### src/rtl/sdram_seq_pkg.sv
package sdram_seq_pkg;

  localparam int CFG_W  = 28;
  localparam int BA_W   = 2;
  localparam int COL_W  = 10;
  localparam int RDPIPE = 3;

  typedef enum logic [2:0] {
    MODE_NORMAL = 3'd0,
    MODE_NOP    = 3'd1,
    MODE_PALL   = 3'd2,
    MODE_LMR    = 3'd3,
    MODE_AREF   = 3'd4
  } mode_e;

  // {cs_n, ras_n, cas_n, we_n}
  typedef enum logic [3:0] {
    CMD_DESEL = 4'b1111,
    CMD_NOP   = 4'b0111,
    CMD_ACT   = 4'b0011,
    CMD_RD    = 4'b0101,
    CMD_WR    = 4'b0100,
    CMD_PRE   = 4'b0010,
    CMD_AREF  = 4'b0001,
    CMD_LMR   = 4'b0000
  } cmd_e;

  typedef struct packed {
    logic [3:0] trc;
    logic [3:0] twr;
    logic [3:0] tras;
    logic [3:0] trp;
    logic [3:0] trcd;
    logic [1:0] cas;
    logic       bus16;
    logic       bank_m1;
    logic [1:0] row_m11;
    logic [1:0] col_m8;
  } cfg_t;

  typedef enum logic [2:0] {
    ST_IDLE, ST_ACT_WAIT, ST_COL_WAIT, ST_GAP
  } state_e;

  function automatic logic [3:0] at_least_one(input logic [3:0] t);
    return (t == 4'd0) ? 4'd1 : t;
  endfunction

endpackage

### src/rtl/sdram_addr_map.sv
module sdram_addr_map #(
  parameter int MAW = 25,
  parameter int SDA = 13
) (
  input  logic [MAW-1:0] addr_i,
  input  logic [1:0]     col_m8_i,
  input  logic [1:0]     row_m11_i,
  input  logic           bank_m1_i,
  output logic [SDA-1:0] row_o,
  output logic [1:0]     bank_o,
  output logic [9:0]     col_o
);
  logic [3:0] cbits, rbits, bbits;
  logic [SDA:0] rmask_w;

  always_comb begin
    cbits   = 4'd8 + {2'b00, col_m8_i};
    rbits   = 4'd11 + {2'b00, row_m11_i};
    bbits   = bank_m1_i ? 4'd2 : 4'd1;
    rmask_w = ((SDA+1)'(1) << rbits) - (SDA+1)'(1);
    col_o   = 10'(addr_i) & 10'((11'd1 << cbits) - 11'd1);
    bank_o  = 2'(addr_i >> cbits) & (bank_m1_i ? 2'b11 : 2'b01);
    row_o   = SDA'(addr_i >> (cbits + bbits)) & rmask_w[SDA-1:0];
  end
endmodule

### src/rtl/sdram_refresh_timer.sv
module sdram_refresh_timer #(
  parameter int TW = 16
) (
  input  logic          clk,
  input  logic          rst,
  input  logic          enable_i,
  input  logic [TW-1:0] period_i,
  output logic          tick_o
);
  logic [TW-1:0] cnt;

  always_ff @(posedge clk) begin
    if (rst || !enable_i || period_i == '0) begin
      cnt    <= '0;
      tick_o <= 1'b0;
    end else if (cnt == period_i - 1'b1) begin
      cnt    <= '0;
      tick_o <= 1'b1;
    end else begin
      cnt    <= cnt + 1'b1;
      tick_o <= 1'b0;
    end
  end
endmodule

### src/rtl/sdram_rd_capture.sv
module sdram_rd_capture
  import sdram_seq_pkg::*;
#(
  parameter int DW = 32
) (
  input  logic          clk,
  input  logic          rst,
  input  logic          rd_on_pins_i,
  input  logic [1:0]    cas_i,
  input  logic [DW-1:0] dq_i,
  output logic [DW-1:0] rdata_o,
  output logic          rvalid_o
);
  logic [RDPIPE-1:0] pipe;
  logic hit;

  always_comb begin
    case (cas_i)
      2'd0, 2'd1: hit = pipe[0];
      2'd2:       hit = pipe[1];
      default:    hit = pipe[2];
    endcase
  end

  always_ff @(posedge clk) begin
    if (rst) begin
      pipe     <= '0;
      rvalid_o <= 1'b0;
      rdata_o  <= '0;
    end else begin
      pipe     <= {pipe[RDPIPE-2:0], rd_on_pins_i};
      rvalid_o <= hit;
      if (hit) rdata_o <= dq_i;
    end
  end
endmodule

### src/rtl/sdram_seq.sv
module sdram_seq
  import sdram_seq_pkg::*;
#(
  parameter int MAW = 25,
  parameter int DW  = 32,
  parameter int SDA = 13,
  parameter int TW  = 16
) (
  input  logic             clk,
  input  logic             rst,
  input  logic             reg_wr,
  input  logic [1:0]       reg_sel,
  input  logic [CFG_W-1:0] reg_wdata,
  input  logic             mem_req,
  input  logic             mem_we,
  input  logic [MAW-1:0]   mem_addr,
  input  logic [DW-1:0]    mem_wdata,
  output logic             mem_ready,
  output logic [DW-1:0]    mem_rdata,
  output logic             mem_rvalid,
  output logic             sd_cs_n,
  output logic             sd_ras_n,
  output logic             sd_cas_n,
  output logic             sd_we_n,
  output logic [BA_W-1:0]  sd_ba,
  output logic [SDA-1:0]   sd_addr,
  output logic [DW-1:0]    sd_dq_out,
  output logic             sd_dq_oe,
  input  logic [DW-1:0]    sd_dq_in,
  output logic [4:0]       cap_log2
);
  cfg_t          cfg_q;
  logic [2:0]    mode_q;
  logic [TW-1:0] rint_q;
  logic          normal_on, ref_pend, rtick;
  state_e        state;
  logic [3:0]    gap;
  cmd_e          cmd_q;
  logic          lat_we;
  logic [9:0]    lat_col;
  logic [DW-1:0] lat_data;
  logic [SDA-1:0] map_row;
  logic [1:0]    map_bank;
  logic [9:0]    map_col;
  logic          accept;
  logic [3:0]    trcd_min;

  assign {sd_cs_n, sd_ras_n, sd_cas_n, sd_we_n} = cmd_q;
  assign mem_ready = (state == ST_IDLE) && !ref_pend;
  assign accept    = mem_req && mem_ready;
  assign trcd_min  = at_least_one(cfg_q.trcd);

  sdram_addr_map #(.MAW(MAW), .SDA(SDA)) u_map (
    .addr_i(mem_addr), .col_m8_i(cfg_q.col_m8), .row_m11_i(cfg_q.row_m11),
    .bank_m1_i(cfg_q.bank_m1), .row_o(map_row), .bank_o(map_bank), .col_o(map_col)
  );

  sdram_refresh_timer #(.TW(TW)) u_rtmr (
    .clk(clk), .rst(rst), .enable_i(normal_on), .period_i(rint_q), .tick_o(rtick)
  );

  sdram_rd_capture #(.DW(DW)) u_rcap (
    .clk(clk), .rst(rst), .rd_on_pins_i(cmd_q == CMD_RD), .cas_i(cfg_q.cas),
    .dq_i(sd_dq_in), .rdata_o(mem_rdata), .rvalid_o(mem_rvalid)
  );

  always_ff @(posedge clk) begin
    if (rst) begin
      cfg_q     <= '0;
      mode_q    <= MODE_NOP;
      rint_q    <= '0;
      normal_on <= 1'b0;
      ref_pend  <= 1'b0;
      state     <= ST_IDLE;
      gap       <= '0;
      cmd_q     <= CMD_DESEL;
      sd_ba     <= '0;
      sd_addr   <= '0;
      sd_dq_out <= '0;
      sd_dq_oe  <= 1'b0;
      lat_we    <= 1'b0;
      lat_col   <= '0;
      lat_data  <= '0;
      cap_log2  <= '0;
    end else begin
      cmd_q    <= CMD_DESEL;
      sd_dq_oe <= 1'b0;
      cap_log2 <= 5'd20 + {3'b0, cfg_q.row_m11} + {3'b0, cfg_q.col_m8}
                + {4'b0, cfg_q.bank_m1} + (cfg_q.bus16 ? 5'd1 : 5'd2);
      if (rtick) ref_pend <= 1'b1;

      unique case (state)
        ST_IDLE: begin
          if (ref_pend) begin
            cmd_q    <= CMD_AREF;
            ref_pend <= rtick;
            gap      <= at_least_one(cfg_q.trc) - 4'd1;
            state    <= ST_GAP;
          end else if (accept) begin
            state <= ST_GAP;
            gap   <= '0;
            if (mode_q == MODE_NORMAL) begin
              cmd_q    <= CMD_ACT;
              sd_ba    <= map_bank;
              sd_addr  <= map_row;
              lat_we   <= mem_we;
              lat_col  <= map_col;
              lat_data <= mem_wdata;
              gap      <= trcd_min - 4'd1;
              state    <= ST_ACT_WAIT;
              if (mem_we) normal_on <= 1'b1;
            end else begin
              unique case (mode_q)
                MODE_PALL: begin
                  cmd_q       <= CMD_PRE;
                  sd_addr     <= '0;
                  sd_addr[10] <= 1'b1;
                  gap         <= at_least_one(cfg_q.trp) - 4'd1;
                end
                MODE_LMR: begin
                  cmd_q   <= CMD_LMR;
                  sd_ba   <= '0;
                  sd_addr <= {{(SDA-6){1'b0}}, cfg_q.cas, 4'b0000};
                  gap     <= 4'd1;
                end
                MODE_AREF: begin
                  cmd_q <= CMD_AREF;
                  gap   <= at_least_one(cfg_q.trc) - 4'd1;
                end
                default: cmd_q <= CMD_NOP;
              endcase
            end
          end
        end
        ST_ACT_WAIT: begin
          if (gap != 4'd0) gap <= gap - 4'd1;
          else begin
            cmd_q     <= lat_we ? CMD_WR : CMD_RD;
            sd_addr   <= {{(SDA-11){1'b0}}, 1'b0, lat_col};
            sd_dq_oe  <= lat_we;
            sd_dq_out <= lat_data;
            gap       <= (lat_we ? at_least_one(cfg_q.twr) : at_least_one(cfg_q.tras)) - 4'd1;
            state     <= ST_COL_WAIT;
          end
        end
        ST_COL_WAIT: begin
          if (gap != 4'd0) gap <= gap - 4'd1;
          else begin
            cmd_q   <= CMD_PRE;
            sd_addr <= '0;
            gap     <= at_least_one(cfg_q.trp) - 4'd1;
            state   <= ST_GAP;
          end
        end
        default: begin
          if (gap != 4'd0) gap <= gap - 4'd1;
          else state <= ST_IDLE;
        end
      endcase

      if (reg_wr) begin
        case (reg_sel)
          2'd0: cfg_q <= cfg_t'(reg_wdata);
          2'd1: begin
            mode_q <= reg_wdata[2:0];
            if (reg_wdata[2:0] != 3'd0) normal_on <= 1'b0;
          end
          2'd2: rint_q <= reg_wdata[TW-1:0];
          default: ;
        endcase
      end
    end
  end
endmodule

### config.mk
export PLATFORM = sky130hd
export DESIGN_NAME = sdram_seq
export DESIGN_NICKNAME = d
export VERILOG_FILES = /design/src/rtl/sdram_seq_pkg.sv /design/src/rtl/sdram_addr_map.sv /design/src/rtl/sdram_refresh_timer.sv /design/src/rtl/sdram_rd_capture.sv /design/src/rtl/sdram_seq.sv
export SDC_FILE = /design/constraint.sdc
export NUM_CORES = 1
export LEC_CHECK = 0
export ABC_CLOCK_PERIOD_IN_PS = 3100
export BUFFER_PORTS_ARGS = -buffer_cell sky130_fd_sc_hd__buf_2
export CAP_MARGIN = 25
export CORE_MARGIN = 1.5
export CORE_UTILIZATION = 32
export DETAILED_ROUTE_END_ITERATION = 12
export REMOVE_ABC_BUFFERS = 1
export SETUP_SLACK_MARGIN = 0.05
export SYNTH_ARGS = -nofsm -noshare
export SYNTH_HDL_FRONTEND = slang
export SYNTH_SLANG_ARGS = --single-unit
### constraint.sdc
create_clock -name clk -period 3.1 [get_ports clk]
set_input_delay 0.155 -clock clk [delete_from_list [all_inputs] [get_ports clk]]
set_output_delay 0.155 -clock clk [all_outputs]
set_load 0.01 [all_outputs]
==> reports/metrics.csv <==
metric,value,unit
run status,finished clean,
number of synthesized register bits,208,
routed wire length,27400,um
Psw,2.42,mW
Die Width,174,um
Worst Setup SP,cfg_q[4],
post-CTS resize count,0,
max cap viols,0,
Vias/cell,4.83,
layout cells sized above 1,21.4,%
core area,28800,um2
Worst Hold End,cmd_q[2],
met2 GRT Util,29.2,%
setup repair bufs after CTS,0,
Power Dens Cells,613,nW/um2
kind of end point of the critical path,flop,
Simple-Gate Fraction of Synth Area,22.2,%
"Reg clk slew, reported paths",0.05,ns
first-pass GRT wire length,43500,um
DR iter-0 viols,446,
"Setup violations, final",0,
GPL Wtd Cong,0.854,
H-tree levels,1,
starting density of the core,32.5,%
Die ar.,30300,um2
"Primary FF master, synth",dfxtp_1,
Placed Cells,1698,
Top-Level Pins,215,
clock root buffer,clkbuf_16,
DRC violations left,0,
CP Launch Type,flop,
Layout Skew,0.0168,ns
Critical Path RT,3.52,ns
"Slew Viols, Final",0,
most frequent cells in the layout,"nand2_1 (326), buf_2 (213), dfxtp_1 (208)",
"most common cell after layout, fill and taps aside",nand2_1,
syn avg cell area,8.10,um2
achievable frequency,380,MHz
Die Y,174,um
diode count,0,
maximum fanout along the worst path,20,
crit-path cells,inv_1 -> ha_1 -> fa_1 -> buf_4 -> mux4_2 -> mux2i_1 -> nor2_1 -> a21oi_1 -> o211ai_1 -> o211a_1,
Adder-Cell Fraction of Synth Area,2.86,%
global routing usage on met1,23.1,%
GR peak layer,met2,
CTS tree,yes,
vias in the first global route,8430,
remaining global-route overflow,0,
clock buffer count from CTS,25,
M3 GR Usage,3.17,%
Worst Hold Class,input pin to flop,
Arrival @ worst endpoint,3.06,ns
WHS,0.0368,ns
Detailed Place HPWL,19000,um
Cell Int Power,5.33,mW
Final Net Count,1587,
initial antenna violation count,0,
Post-DRT Antenna Nets,0,
"Cell Count, Final, Fillers Out",1845,
clock sink total,208,
Async SR Flop Fraction,0,%
Filler cells,2847,
Post-DP Area,10800,um2
post-synthesis mux area share,5.00,%
RSZ-0062 raised after global routing,no,
Leakage,5.01,nW
Sw Ratio,31.3,%
worst relative slew slack,47.7,%
"Seq/Total Area, Yosys",44.5,%
VDD IR max,0.417,mV
Synth Area in Compound Gates,17.2,%
Clock Latency Late Sink,0.53,ns
depth of the worst register-to-register path,10,
Tightest Pin Transition,0.781,ns
RR Endpoint,sd_addr[5],
Clock Path Buffers,3,
Yosys cell types,70,
Final Hold Vio Count,0,
kind of critical path,flop to flop,
Synth Area in XOR/XNOR,4.03,%
"slowest stage delay, CP",0.56,ns
port buffer count,214,
Total GRT Usage,17.4,%
combinational share of power,23.9,%
Synth warnings,0,
fin area,12700,um2
Hold Crit Depth,4,
Syn Inst Count,1156,
Final Cycle Share,84.9,%
Tmin final,2.63,ns
Setup TNS,0,ns
Clock Power Share,37.5,%
largest net degree at the start of global routing,80,
Critical-path top delay cell,mux4_2,
drt wl/cell,14.8,um
total power,7.76,mW
Reg2Reg Setup Slack,0.47,ns
Min-Delay Startpoint,mem_req,
DR pass1 iterations,5,
largest family of logic cells by synthesized area,simple AND/OR/NAND/NOR gates,
routed via count,8914,
cell area after synthesis,9370,um2
num rows,62,
Area Overhead vs Synth,35.1,%
sequential power share,38.6,%
FF-to-FF Start,cfg_q[4],
Post-synth EDFFs,0,
per-stage QoR:
stage | util (%) | setup WS (ns)
2_1_floorplan | - | 0.224
3_3_place_gp | 37.5 | 0.488
3_5_place_dp | 37.5 | 0.456
4_1_cts | 44.0 | 0.452
5_1_grt | 44.0 | 0.234
6_report | 44.0 | 0.468
synth_stat cells (3+ instances only):
cell      number  area [um2]
a211oi_1      13        97.6
o211ai_1       8        60.1
inv_1         24        90.1
nor3_1        18        90.1
a21oi_1      175         876
a31oi_1        3        18.8
nand2_1      326        1220
buf_1          4        15.0
xnor2_1       21         184
nand4_1        6        37.5
nor2b_1        8        50.1
a22oi_1       10        75.1
o21ai_0       23         115
nor2_1        57         214
nand3b_1       6        45.0
nand2b_1       8        50.1
a32oi_1        3        26.3
nor4_1         4        25.0
ha_1          15         188
dfxtp_1      208        4160
nor3b_1        3        22.5
fa_1           4        80.1
mux4_2         8         180
o31ai_1        5        37.5
clkbuf_1      64         240
and3_1         4        25.0
buf_6          3        33.8
mux2i_1       22         220
o21a_1         3        22.5
mux2_2         6        67.6
o22ai_1        3        18.8
nand3_1       16        80.1
nor2_2        10        62.6
xor2_1        19         166
a21o_1         4        30.0
flip-flops by register name (all words and copies together), names as in the netlist, 5 cells and up:
register and flops:
cap_log2 5, cfg_q 28, lat_col 10, lat_data 32
rint_q 16, sd_addr 13, sd_dq_out 32, u_rcap.rdata_o 32
u_rtmr.cnt 16
metal layers:
metal | part of all wire (%) | up-vias
met3 | 6.0 | 43
met5 | 0 | -
li1 | - | 4496
met4 | 1.7 | 0
met1 | 46 | 4101
met2 | 47 | 274
how the worst max path moves through the flow:
stage | depth (start not counted) | endpoint | slack [ns]
after global routing | 10 | sd_addr[9] | 0.23
after global placement | 10 | sd_addr[5] | 0.49
after floorplan | 8 | lat_col[8] | 0.22
final | 10 | sd_addr[5] | 0.47
after CTS | 10 | sd_addr[5] | 0.45
after detailed placement | 10 | sd_addr[5] | 0.46
layout make-up:
type | instances | area [um2] | area share, %
clock inverters | 12 | 135 | 1.07
multi-input cells | 850 | 4840 | 38.2
clock buffers | 32 | 692 | 5.47
inverters | 27 | 101 | 0.801
flip-flops and latches | 208 | 4160 | 32.9
well taps | 384 | 480 | 3.80
repair buffers | 332 | 2250 | 17.7
worst max-delay path: cells and delay by family, from the launching register on:
family	cells	cell delay [ns]
AOI/OAI and AO/OA	3	0.35
and+or+nand+nor	1	0.06
DFF	1	0.41
buffers and inverters	2	0.33
muxes	2	0.70
adders and majority gates	2	0.67
power groups by stage:
stage	registers (mW)	clock network, mW	logic (mW)
final	2.99	2.91	1.85
after global routing	3.01	3.11	2.05
after CTS	2.99	2.99	1.85
after detailed placement	3.05	0	1.74
after global placement	3.04	0	1.74
after floorplan	3.08	0	0.982
what timing repair did:
action	4_1_cts	5_1_grt
endpoints found under the setup margin	0	0
hold endpoints to repair	123	0
hold buffers	103	0
cells by family (layout without fill, tap and decap cells):
kind of cell | after synthesis | count (layout)
XOR/XNOR | 41 | 41
multiplexers | 36 | 36
AND/OR/NAND/NOR | 480 | 480
buffers and inverters | 99 | 403
other | 1 | 2
AO/OA/AOI/OAI | 272 | 272
flip-flops | 208 | 208
adder cells (fa/ha/maj) | 19 | 19
Note: power is estimated with default switching activity, not from simulation.
